$ cat src/rtl/spi_cmd_pkg.sv
package spi_cmd_pkg;

  // Strobes from the control block to the datapath.
  typedef struct packed {
    logic loadReply;  // chip select fell: latch reply
    logic shiftRx;    // rising sclk inside frame
    logic shiftTx;    // falling sclk inside frame
    logic cmdDone;    // frame closed with exact packet length
    logic capRead;    // register read data is valid now
  } ctrlStrb_t;

  localparam logic [1:0] RM_POS    = 2'd0;
  localparam logic [1:0] RM_REGPOS = 2'd3;
  localparam logic [1:0] WM_NONE   = 2'd0;
  localparam logic [1:0] WM_WRITE  = 2'd3;

endpackage

$ cat src/rtl/spi_cmd_sync.sv
module spi_cmd_sync #(
  parameter int WIDTH = 3,
  parameter int STAGES = 2,
  parameter logic [WIDTH-1:0] RST_VAL = '0
) (
  input  logic             clk,
  input  logic             rstN,
  input  logic [WIDTH-1:0] dIn,
  output logic [WIDTH-1:0] dOut
);

  logic [WIDTH-1:0] stage [STAGES];

  genvar g;
  generate
    for (g = 0; g < STAGES; g++) begin : gStage
      always_ff @(posedge clk or negedge rstN) begin
        if (!rstN) stage[g] <= RST_VAL;
        else if (g == 0) stage[g] <= dIn;
        else stage[g] <= stage[(g == 0) ? 0 : g-1];
      end
    end
  endgenerate

  assign dOut = stage[STAGES-1];

endmodule

$ cat src/rtl/spi_cmd_ctrl.sv
module spi_cmd_ctrl
  import spi_cmd_pkg::*;
#(
  parameter int PKT_W = 32
) (
  input  logic      clk,
  input  logic      rstN,
  input  logic      sclkS,
  input  logic      csNS,
  output ctrlStrb_t strb
);

  localparam int CNT_W = $clog2(PKT_W + 1) + 1;
  localparam logic [CNT_W-1:0] CNT_MAX = '1;
  localparam logic [CNT_W-1:0] CNT_FULL = CNT_W'(PKT_W);

  logic sclkQ, csQ;
  logic [CNT_W-1:0] bitCnt;
  logic [1:0] doneDly;
  logic sclkRise, sclkFall, csFall, csRise;

  always_ff @(posedge clk or negedge rstN) begin
    if (!rstN) begin
      sclkQ <= 1'b0;
      csQ   <= 1'b1;
    end else begin
      sclkQ <= sclkS;
      csQ   <= csNS;
    end
  end

  assign sclkRise = sclkS & ~sclkQ & ~csNS;
  assign sclkFall = ~sclkS & sclkQ & ~csNS;
  assign csFall   = ~csNS & csQ;
  assign csRise   = csNS & ~csQ;

  // Saturating bit counter: reset on frame start.
  always_ff @(posedge clk or negedge rstN) begin
    if (!rstN) bitCnt <= '0;
    else if (csFall) bitCnt <= '0;
    else if (sclkRise && bitCnt != CNT_MAX) bitCnt <= bitCnt + 1'b1;
  end

  // Read data returns two cycles after the frame closes.
  always_ff @(posedge clk or negedge rstN) begin
    if (!rstN) doneDly <= '0;
    else doneDly <= {doneDly[0], strb.cmdDone};
  end

  always_comb begin
    strb.loadReply = csFall;
    strb.shiftRx   = sclkRise;
    strb.shiftTx   = sclkFall;
    strb.cmdDone   = csRise && (bitCnt == CNT_FULL);
    strb.capRead   = doneDly[1];
  end

  a_r8_cnt_cleared_at_frame: assert property (@(posedge clk) disable iff (!rstN)
    $past(strb.loadReply) |-> (bitCnt == '0));

endmodule

$ cat src/rtl/spi_cmd_dp.sv
module spi_cmd_dp
  import spi_cmd_pkg::*;
#(
  parameter int ADDR_W = 16,
  parameter int DATA_W = 8,
  parameter int CNT_W  = 14,
  parameter int ANG_W  = 10,
  parameter int FLAG_W = 6
) (
  input  logic              clk,
  input  logic              rstN,
  input  ctrlStrb_t         strb,
  input  logic              mosiS,
  input  logic [FLAG_W-1:0] statFlags,
  input  logic [CNT_W-1:0]  mcCount,
  input  logic [ANG_W-1:0]  angle,
  input  logic [DATA_W-1:0] regRdData,
  output logic              miso,
  output logic              posReadStb,
  output logic              regWrEn,
  output logic              regRdEn,
  output logic [ADDR_W-1:0] regAddr,
  output logic [DATA_W-1:0] regWrData
);

  localparam int CTRL_W = 8;
  localparam int PKT_W  = CTRL_W + ADDR_W + DATA_W;
  localparam int POS_W  = CNT_W + ANG_W;
  localparam int BODY_W = PKT_W - CTRL_W;
  localparam int TAIL_W = BODY_W - DATA_W;

  logic [PKT_W-1:0]  rxShift, txShift;
  logic [CTRL_W-1:0] ctrlByte;
  logic [1:0]        rdMode, wrMode;
  logic              isRegRead, pendingRegPos;
  logic [DATA_W-1:0] rdDataQ;
  logic [CTRL_W-1:0] statusByte;
  logic [POS_W-1:0]  posWord;
  logic [PKT_W-1:0]  replyPos, replyReg;

  // Receive shifter, MSB first.
  always_ff @(posedge clk or negedge rstN) begin
    if (!rstN) rxShift <= '0;
    else if (strb.shiftRx) rxShift <= {rxShift[PKT_W-2:0], mosiS};
  end

  assign ctrlByte  = rxShift[PKT_W-1 -: CTRL_W];
  assign rdMode    = ctrlByte[5:4];
  assign wrMode    = ctrlByte[1:0];
  assign isRegRead = (rdMode == RM_REGPOS) && (wrMode == WM_NONE);

  // Command decode at frame close.
  always_ff @(posedge clk or negedge rstN) begin
    if (!rstN) begin
      regWrEn       <= 1'b0;
      regRdEn       <= 1'b0;
      regAddr       <= '0;
      regWrData     <= '0;
      pendingRegPos <= 1'b0;
    end else if (strb.cmdDone) begin
      regWrEn       <= (wrMode == WM_WRITE);
      regRdEn       <= isRegRead;
      regAddr       <= rxShift[DATA_W +: ADDR_W];
      regWrData     <= rxShift[DATA_W-1:0];
      pendingRegPos <= isRegRead;
    end else begin
      regWrEn <= 1'b0;
      regRdEn <= 1'b0;
    end
  end

  always_ff @(posedge clk or negedge rstN) begin
    if (!rstN) rdDataQ <= '0;
    else if (strb.capRead && pendingRegPos) rdDataQ <= regRdData;
  end

  // Reply assembly.
  assign statusByte = {{(CTRL_W-FLAG_W){1'b0}}, statFlags};
  assign posWord    = {mcCount, angle};

  generate
    if (POS_W >= BODY_W) begin : gPosFit
      assign replyPos = {statusByte, posWord[POS_W-1 -: BODY_W]};
    end else begin : gPosPad
      assign replyPos = {statusByte, posWord, {(BODY_W-POS_W){1'b0}}};
    end
    if (POS_W >= TAIL_W) begin : gRegFit
      assign replyReg = {statusByte, rdDataQ, posWord[POS_W-1 -: TAIL_W]};
    end else begin : gRegPad
      assign replyReg = {statusByte, rdDataQ, posWord, {(TAIL_W-POS_W){1'b0}}};
    end
  endgenerate

  always_ff @(posedge clk or negedge rstN) begin
    if (!rstN) begin
      txShift    <= '0;
      posReadStb <= 1'b0;
    end else begin
      posReadStb <= strb.loadReply;
      if (strb.loadReply) txShift <= pendingRegPos ? replyReg : replyPos;
      else if (strb.shiftTx) txShift <= {txShift[PKT_W-2:0], 1'b0};
    end
  end

  assign miso = txShift[PKT_W-1];

  a_r3_write_follows_frame: assert property (@(posedge clk) disable iff (!rstN)
    regWrEn |-> $past(strb.cmdDone));
  a_r4_read_follows_frame: assert property (@(posedge clk) disable iff (!rstN)
    regRdEn |-> $past(strb.cmdDone));
  a_r11_no_read_with_write: assert property (@(posedge clk) disable iff (!rstN)
    regRdEn |-> !regWrEn);
  a_r9_single_stb: assert property (@(posedge clk) disable iff (!rstN)
    posReadStb |=> !posReadStb);
  a_r7_capture_after_read: assert property (@(posedge clk) disable iff (!rstN)
    (strb.capRead && pendingRegPos) |-> $past(regRdEn));

endmodule

$ cat src/rtl/deferred_cmd_spi_slave.sv
module deferred_cmd_spi_slave
  import spi_cmd_pkg::*;
#(
  parameter int ADDR_W = 16,
  parameter int DATA_W = 8,
  parameter int CNT_W  = 14,
  parameter int ANG_W  = 10,
  parameter int FLAG_W = 6,
  parameter int SYNC_STAGES = 2
) (
  input  logic              clk,
  input  logic              rstN,
  input  logic              sclk,
  input  logic              csN,
  input  logic              mosi,
  output logic              miso,
  input  logic [FLAG_W-1:0] statFlags,
  input  logic [CNT_W-1:0]  mcCount,
  input  logic [ANG_W-1:0]  angle,
  output logic              posReadStb,
  output logic              regWrEn,
  output logic              regRdEn,
  output logic [ADDR_W-1:0] regAddr,
  output logic [DATA_W-1:0] regWrData,
  input  logic [DATA_W-1:0] regRdData
);

  localparam int PKT_W = 8 + ADDR_W + DATA_W;

  logic [2:0] pinSync;
  ctrlStrb_t  strb;

  spi_cmd_sync #(.WIDTH(3), .STAGES(SYNC_STAGES), .RST_VAL(3'b010)) sync_i (
    .clk(clk), .rstN(rstN), .dIn({sclk, csN, mosi}), .dOut(pinSync)
  );

  spi_cmd_ctrl #(.PKT_W(PKT_W)) ctrl_i (
    .clk(clk), .rstN(rstN), .sclkS(pinSync[2]), .csNS(pinSync[1]), .strb(strb)
  );

  spi_cmd_dp #(
    .ADDR_W(ADDR_W), .DATA_W(DATA_W), .CNT_W(CNT_W), .ANG_W(ANG_W), .FLAG_W(FLAG_W)
  ) dp_i (
    .clk(clk), .rstN(rstN), .strb(strb), .mosiS(pinSync[0]),
    .statFlags(statFlags), .mcCount(mcCount), .angle(angle),
    .regRdData(regRdData), .miso(miso), .posReadStb(posReadStb),
    .regWrEn(regWrEn), .regRdEn(regRdEn), .regAddr(regAddr), .regWrData(regWrData)
  );

endmodule

$ cat config.mk
export PLATFORM = sky130hd
export DESIGN_NAME = deferred_cmd_spi_slave
export DESIGN_NICKNAME = d
export VERILOG_FILES = /design/src/rtl/spi_cmd_pkg.sv /design/src/rtl/spi_cmd_sync.sv /design/src/rtl/spi_cmd_ctrl.sv /design/src/rtl/spi_cmd_dp.sv /design/src/rtl/deferred_cmd_spi_slave.sv
export SDC_FILE = /design/constraint.sdc
export NUM_CORES = 1
export LEC_CHECK = 0
export BUFFER_PORTS_ARGS = -buffer_cell sky130_fd_sc_hd__buf_2
export CELL_PAD_IN_SITES_DETAIL_PLACEMENT = 0
export CELL_PAD_IN_SITES_GLOBAL_PLACEMENT = 1
export CORE_MARGIN = 2
export CORE_UTILIZATION = 45
export CTS_CLUSTER_SIZE = 8
export DETAILED_ROUTE_END_ITERATION = 10
export PLACE_DENSITY_LB_ADDON = 0.1
export SLEW_MARGIN = 20
export SYNTH_ARGS = -nofsm -noshare
export SYNTH_HDL_FRONTEND = slang
export SYNTH_HIERARCHICAL = 1
export SYNTH_SLANG_ARGS = --single-unit
$ cat constraint.sdc
create_clock -name clk -period 5 [get_ports clk]
set_input_delay 0.75 -clock clk [delete_from_list [all_inputs] [get_ports clk]]
set_output_delay 0.75 -clock clk [all_outputs]
set_load 0.01 [all_outputs]
# Yosys cells after proc, flatten, opt, wreduce, memory -nomap -nowiden
# Cells that the tools add are included.
classes:
  n_reduce_logical: 7
  n_eq_ne: 4
  n_bitwise: 10
  n_mux: 7
  add_sub_neg: 1
ops:
  columns: ["cell", "count"]
  rows:
  - ["$mux W32", 2]
  - ["$mux W24", 1]
  - ["$mux W7", 2]
  - ["$add A7 B1 Y7 const B", 1]
  - ["$eq A7 B6 Y1 const B", 1]
  - ["$ne A7 B7 Y1 const B", 1]
  - ["$and A1 B1 Y1", 6]
  - ["$eq A2 B2 Y1 const B", 2]
  - ["$logic_and A1 B1 Y1", 4]
  - ["$not A1 Y1", 4]
  - ["$reduce_bool A2 Y1", 2]
  - ["$logic_not A2 Y1", 1]
  - ["$mux W1", 2]
word_totals:
  output_inout_bits: 28
  ff_bits: 115
  elab_cells: 44
  inputBits: 43

# Depth between registers and ports, before layout
# Gate-level depths: netlist of run 1.
logic_depth:
  ltp_word: 6
  depth_mapped: 8
  depth_no_buf: 5

# Cells and area by module
# The synthesis of run 1 kept the hierarchy.
by_module_without_submodules:
  columns: ["module", "n_inst", "area_per_inst_um2", "cells_per_inst", "seq_area_each_um2"]
  rows:
  - ["spi_cmd_dp", 1, 4222.8, 276, 2452.4]
  - ["spi_cmd_ctrl", 1, 621.8, 56, 276.5]
  - ["spi_cmd_sync", 1, 175.2, 9, 152.6]

# Worst setup path before layout of run 1
# Ideal clock, no wire load.
synth_timing:
  kind: "reg2reg"
  from: "register ctrl_i.bitCnt[0]"
  to: "register dp_i.regAddr[0]"
  setup_ns: 0.125
  arrival_time_ns: 1.645
  t_required_ns: 4.875
  slack_ns: 3.230
  stages_incl_launch_ff: 8
  n_path_buf: 2
  synth_period_minus_slack_ns: 1.770
  path_cell_list: "dfrtp_1 > inv_1 > ha_1 > nor4bb_1 > and4b_2 > buf_6 > buf_6 > mux2_2"
synth_lines:
  columns: ["item", "line", "source"]
  rows:
  - ["from (decl)", "spi_cmd_ctrl.sv:18", "logic [CNT_W-1:0] bitCnt;"]
  - ["from (signal assigned)", "spi_cmd_ctrl.sv:41", "else if (sclkRise && bitCnt != CNT_MAX) bitCnt <= bitCnt + 1'b1;"]
  - ["to (signal assigned)", "spi_cmd_dp.sv:63", "regAddr <= rxShift[DATA_W +: ADDR_W];"]
  - ["to (decl)", "spi_cmd_dp.sv:22", "output logic [ADDR_W-1:0] regAddr,"]

==> results of run 1 <==
## sequential cells by signal, summed over array words and instances, names as in the netlist, 2 cells and up
register,count
sync_i/stage,3
dp_i/regAddr,16
ctrl_i/doneDly,2
dp_i/rxShift,30
sync_i/dOut,3
dp_i/rdDataQ,8
dp_i/regWrData,8
dp_i/txShift,32
ctrl_i/bitCnt,7
## area by class of cell
class,instances,area (um^2),share of cell area
clock buffer,17,414,0.0693
clock inverter,14,204,0.0341
inverter,5,23.8,0.00398
multi-input combinational,197,1900,0.317
sequential,115,2880,0.482
tap,140,175,0.0293
timing repair buffer,74,383,0.0640
## where the power goes
group / switching [uW] / leakage, uW / internal, uW / total [uW]
logic: 82.2 / 0.00103 / 91.3 / 174
clock network: 432 / 0.000291 / 813 / 1250
registers: 54.0 / 0.00148 / 1020 / 1070
## per-stage QoR
step | instances | setup WS, ns | instance area [um^2] | hold WS (ns)
after global routing | 562 | 2.60 | 5980 | 0.315
after floorplan | 341 | 3.23 | 5020 | 0.331
final | 562 | 2.75 | 5980 | 0.343
after detailed placement | 531 | 2.76 | 5360 | 0.339
after global placement | 531 | 2.84 | 5360 | 0.334
after CTS | 562 | 2.70 | 5980 | 0.324
## Yosys cell counts (2+ instances only)
master,instances,area [um^2]
buf_12,2,40.0
nand2_1,13,48.8
buf_4,10,75.1
inv_1,4,15.0
nand2b_1,3,18.8
nor4bb_1,2,20.0
buf_6,6,67.6
o21ai_0,6,30.0
mux2i_1,82,821
ha_1,2,25.0
and3_1,2,12.5
mux2_2,63,709
dfstp_2,3,78.8
nor2_1,5,18.8
dfrtp_1,112,2800
buf_2,5,25.0
## logic make-up after synthesis
kind of cell,share of synthesized area
mux,0.305
flops,0.574
simple gates,0.0416
buf+inv,0.0491
compound gates,0.0254
fa+ha+maj,0.00498
## routing by layer
| metal | part of all wire | vias to the layer above | track usage |
|---|---|---|---|
| li1 | - | 1365 | - |
| met1 | 0.49 | 1402 | 0.232 |
| met2 | 0.47 | 43 | 0.242 |
| met3 | 0.038 | 7 | 0.0498 |
| met4 | 0.0089 | 0 | 0.0542 |
| met5 | 0 | - | 0 |
## worst paths after layout
path	start	endpoint	slack [ns]	depth (start not counted)
max in group asynchronous	rstN	dp_i/txShift[15]	3.53	2
setup reg to reg	ctrl_i/bitCnt[0]	dp_i/regAddr[15]	2.75	5
setup / recovery	ctrl_i/bitCnt[0]	dp_i/regAddr[15]	2.75	5
hold / removal	sync_i/stage[5]	sync_i/dOut[2]	0.34	0
min in group asynchronous	rstN	ctrl_i/bitCnt[6]	0.36	1
hold reg to reg	sync_i/stage[5]	sync_i/dOut[2]	0.34	0
## worst max-delay path, cell delays in order (launching register included)
cell and delay, ns:
dfrtp_1 0.40, inv_1 0.09, ha_1 0.14, nor4bb_1 0.31, and4b_2 0.75, mux2_2 0.42
==> results by group, run 1 <==
Floorplanning
  – Die Wd: around 110 um
  – Die area: 12000 um^2
  – Chip height: between 100 and 150 um
  – Initial Utilization: 0.463
  – IO Count: 71
  – Core Region: approximately 11000 um^2
  – Row count: 38

Global routing
  – Largest net degree at the start of global routing: between 70 and 80
  – Vias in the first global route: 2892
  – Initial antenna violation count: 0
  – Gr ovfl total: 0
  – GRT Util Overall: 0.164
  – First-pass GRT wire length: 14700 um

Clocking
  – Postcts setup bufs: 0
  – CTS clk-pin slew, worst paths: roughly 0.06 ns
  – CTS Root Cell: clkbuf_8
  – TritonCTS clock tree: yes
  – CTS-repair resized insts: 0
  – Max clock buf depth: 2
  – Num CTS Buffers: 17
  – Clk_lat worst skew: 0.50 ns
  – Num Clock Sinks: 115
  – CTS Hold Bufs: 0
  – H-tree levels: 4

Detailed routing
  – Drt drc: 0
  – Drt pass-1 iters: 4
  – WL final: 8860 um
  – Via density: between 5 and 6
  – Number of DRC markers in iteration 0: about 120
  – ANT nets after route: 0
  – Vias: 2817
  – WL/cell: 15.8 um

Setup path
  – Crit start category: register
  – Kind of critical path: register to register
  – Worst Path Max Fanout: 28
  – Worst Path Required: 5.38 ns
  – Arr. time, crit path: approximately 2.6 ns
  – Crit. End Element: register

Pwr
  – Overall power: roughly 2500 uW
  – P per Cell Area: roughly 420 nW/um^2
  – Static Leak: 0.00280 uW
  – Worst vdd ir: 0.209 mV

Synthesis
  – Syn_nets: 386
  – Asr flop ratio synth: 1.00
  – Post-synth top flop: dfrtp_1
  – Synthesized area: ~5000 um^2
  – Syn Area/Cell: between 10 and 15 um^2
  – YS warnings: 6
  – Post-Syn Instances: about 340
  – Count of different cell masters after synthesis: 37
  – Flops & latches, synth: between 100 and 150
  – Seq/Total Area, Yosys: 0.574
  – Post-synth EDFFs: 0

Layout
  – Most frequent cells in the layout: dfrtp_1 (112), mux2i_1 (82), buf_2 (69)
  – Proportion of layout cells with a drive suffix above 1: 0.429
  – Fillcell total: 936
  – NumNets Final: roughly 460
  – Inserted Diodes: 0
  – Post-layout util: 0.551
  – Area growth from synthesis to layout: 19.1%
  – Most common cell after layout, fill and taps aside: dfrtp_1

Timing
  – RSZ-0062 raised after global routing: no
  – Worst-Margin Slew: around 0.89 ns
  – Slew margin rel.: 0.406
  – Setup TNS: 0 ns
  – Slew Viols, Final: 0
  – Fin crit period: between 2 and 2.5 ns
  – Final hold violations: 0
  – Worst Clk Skew: between 0.006 and 0.007 ns
  – Period Utilization, post-route: 0.450
  – Final setup viols: 0
  – Fmax: around 440 MHz

Hold path
  – Min-delay worst type: register to register

Placement
  – HPWL Detailed: ~5700 um
  – Gpl congestion: around 0.68
  – PortBufs: 70

Flow run
  – Max cap viols: 0

Status
  – Status: complete, no violations
(Power assumes the default switching activity.)
==> run 2: changes to the inputs <==
==> constraint.sdc (replaced) <==
create_clock -name clk -period 2.2 [get_ports clk]
set_input_delay 0.33 -clock clk [delete_from_list [all_inputs] [get_ports clk]]
set_output_delay 0.33 -clock clk [all_outputs]
set_load 0.01 [all_outputs]
==> run 2 against run 1 <==
  * Via count increased by 0.60%
  * Clock-buffer cell count increased by 5
  * Largest cell class unchanged
  * Sequential cell count unchanged
==> results by group, run 2 (synthesized netlist as in run 1, its figures left out) <==
Status
  – Status: complete, no violations (unchanged)

Timing
  – Setup TNS: 0 ns (unchanged)
  – Fmax: 543 MHz (was 444 MHz)
  – Final hold slack: 0.0284 ns (was 0.343 ns)
  – Final hold violations: 0 (unchanged)
  – Setup ws final: 0.360 ns (was 2.75 ns)
  – Worst Clk Skew: 0.00845 ns (was 0.00663 ns)
  – Final setup viols: 0 (unchanged)
  – Period Utilization, post-route: 0.836 (was 0.450)
  – RSZ-0062 raised after global routing: no (unchanged)
  – Fin crit period: 1.84 ns (was 2.25 ns)
  – Slew Viols, Final: 0 (unchanged)
  – Worst-Margin Slew: 0.486 ns (was 0.891 ns)
  – Slew margin rel.: 0.676 (was 0.406)

Pwr
  – Worst vdd ir: 0.528 mV (was 0.209 mV)
  – Static Leak: 0.00286 uW (was 0.00280 uW)
  – P per Cell Area: 927 nW/um^2 (was 417 nW/um^2)

Setup path
  – R2R Setup Slk: 0.36 ns (was 2.75 ns)
  – Kind of critical path: register to register (unchanged)
  – Worst Path Max Fanout: 28 (unchanged)
  – Crit. End Element: register (unchanged)
  – Crit start category: register (unchanged)
  – Worst Path Required: 2.60 ns (was 5.38 ns)
  – R2r worst-path depth: 6 (was 5)
  – Arr. time, crit path: 2.24 ns (was 2.63 ns)

Layout
  – Most frequent cells in the layout: dfrtp_1 (112), mux2i_1 (82), buf_2 (69) (unchanged)
  – Post-layout util: 0.563 (was 0.551)
  – Most common cell after layout, fill and taps aside: dfrtp_1 (unchanged)
  – Largest regs: dp_i/txShift: 32 flops, dp_i/rxShift: 30 flops, dp_i/regAddr: 16 flops (unchanged)
  – Proportion of layout cells with a drive suffix above 1: 0.422 (was 0.429)
  – Area growth from synthesis to layout: 21.6% (was 19.1%)
  – Most flops, register: dp_i/txShift (unchanged)
  – Area taken by multi-input logic gates: 1900 um^2 (unchanged)
  – Largest register FFs: 32 (unchanged)
  – Inserted Diodes: 0 (unchanged)
  – Fillcell total: 896 (was 936)
  – NumNets Final: 463 (was 455)
  – FF+latch area: 2880 um^2 (unchanged)

Clocking
  – H-tree levels: 4 (unchanged)
  – Clk_lat worst skew: 0.52 ns (was 0.50 ns)
  – TritonCTS clock tree: yes (unchanged)
  – CTS-repair resized insts: 0 (unchanged)
  – Num CTS Buffers: 17 (unchanged)
  – Max clock buf depth: 2 (unchanged)
  – CTS clk-pin slew, worst paths: 0.05 ns (was 0.06 ns)
  – Num Clock Sinks: 115 (unchanged)
  – CTS Root Cell: clkbuf_8 (unchanged)

Floorplanning
  – Die area: 12000 um^2 (unchanged)
  – Chip height: 110 um (unchanged)
  – IO Count: 71 (unchanged)
  – Initial Utilization: 0.463 (unchanged)
  – Core Region: 10800 um^2 (unchanged)
  – Die Wd: 110 um (unchanged)
  – Row count: 38 (unchanged)

Global routing
  – GRT Util Overall: 0.168 (was 0.164)
  – Gr ovfl total: 0 (unchanged)
  – Vias in the first global route: 2963 (was 2892)
  – Initial antenna violation count: 0 (unchanged)
  – First-pass GRT wire length: 14900 um (was 14700 um)
  – Largest net degree at the start of global routing: 47 (was 73)

Detailed routing
  – Vias: 2834 (was 2817)
  – Via density: 4.96 (was 5.01)
  – WL final: 8930 um (was 8860 um)
  – Drt drc: 0 (unchanged)
  – Drt pass-1 iters: 4 (unchanged)
  – Number of DRC markers in iteration 0: 53 (was 115)
  – ANT nets after route: 0 (unchanged)
  – WL/cell: 15.6 um (was 15.8 um)

Placement
  – DP Worst Slack: 0.357 ns (was 2.76 ns)
  – PortBufs: 70 (unchanged)
  – HPWL Detailed: 5900 um (was 5710 um)
  – Gpl congestion: 0.745 (was 0.677)

Hold path
  – Min-delay worst type: input port to register (was register to register)
  – Hold path cells: 3 (was 0)

Flow run
  – Max cap viols: 0 (unchanged)
==> run 2: cell types whose count changed in the layout (fill, tap and decap cells not counted), sizes merged <==
cell	change
clkbuf	+5
inv	-3
dlygate4sd3	+5
clkinvlp	-1
buf	+3
==> run 2: area by class of cell <==
| cell class | count | area share |
|---|---|---|
| clock buffer | 22 | 0.0742 |
| sequential | 115 | 0.472 |
| tap | 140 | 0.0287 |
| timing repair buffer | 82 | 0.0849 |
| inverter | 5 | 0.00390 |
| multi-input combinational | 197 | 0.311 |
| clock inverter | 10 | 0.0254 |
==> run 2: critical path: stages (launching register included) <==
cell and delay, ns:
dfrtp_1 0.40, inv_1 0.08, ha_1 0.14, nor4bb_1 0.25
and4b_2 0.29, buf_12 0.20, mux2_2 0.35
==> run 2: through the flow <==
stage,cells,total power [uW],cell area [um^2]
floorplan,341,2720,5020
global placement,534,2880,5450
detailed placement,534,2900,5450
CTS,571,5740,6100
global route,571,5920,6100
finish,571,5660,6100
==> run 2: worst paths after layout <==
path / start / end
max in group asynchronous: rstN / dp_i/rdDataQ[4]
setup reg to reg: ctrl_i/bitCnt[0] / dp_i/regAddr[12]
hold / removal: statFlags[2] / dp_i/txShift[26]
min in group asynchronous: rstN / dp_i/rdDataQ[1]
setup / recovery: ctrl_i/bitCnt[0] / dp_i/regAddr[12]
hold reg to reg: ctrl_i/doneDly[0] / ctrl_i/doneDly[1]
==> run 2: report_power, final <==
part / internal [uW] / switching, uW
registers: 2320 / 128
logic: 224 / 191
clock network: 1890 / 904
==> run 2: per-layer routing <==
metal,GRT usage,up-vias,wire length (um)
met5,0,-,0
met4,0.0913,0,206
met3,0.0545,18,346
met2,0.251,49,4140
met1,0.216,1403,4230
li1,-,1364,-
==> run 2: timing repair <==
action	4_1_cts	5_1_grt
hold endpoints to repair	34	0
endpoints found under the setup margin	0	0
setup buffers	0	0
hold buffers	5	0
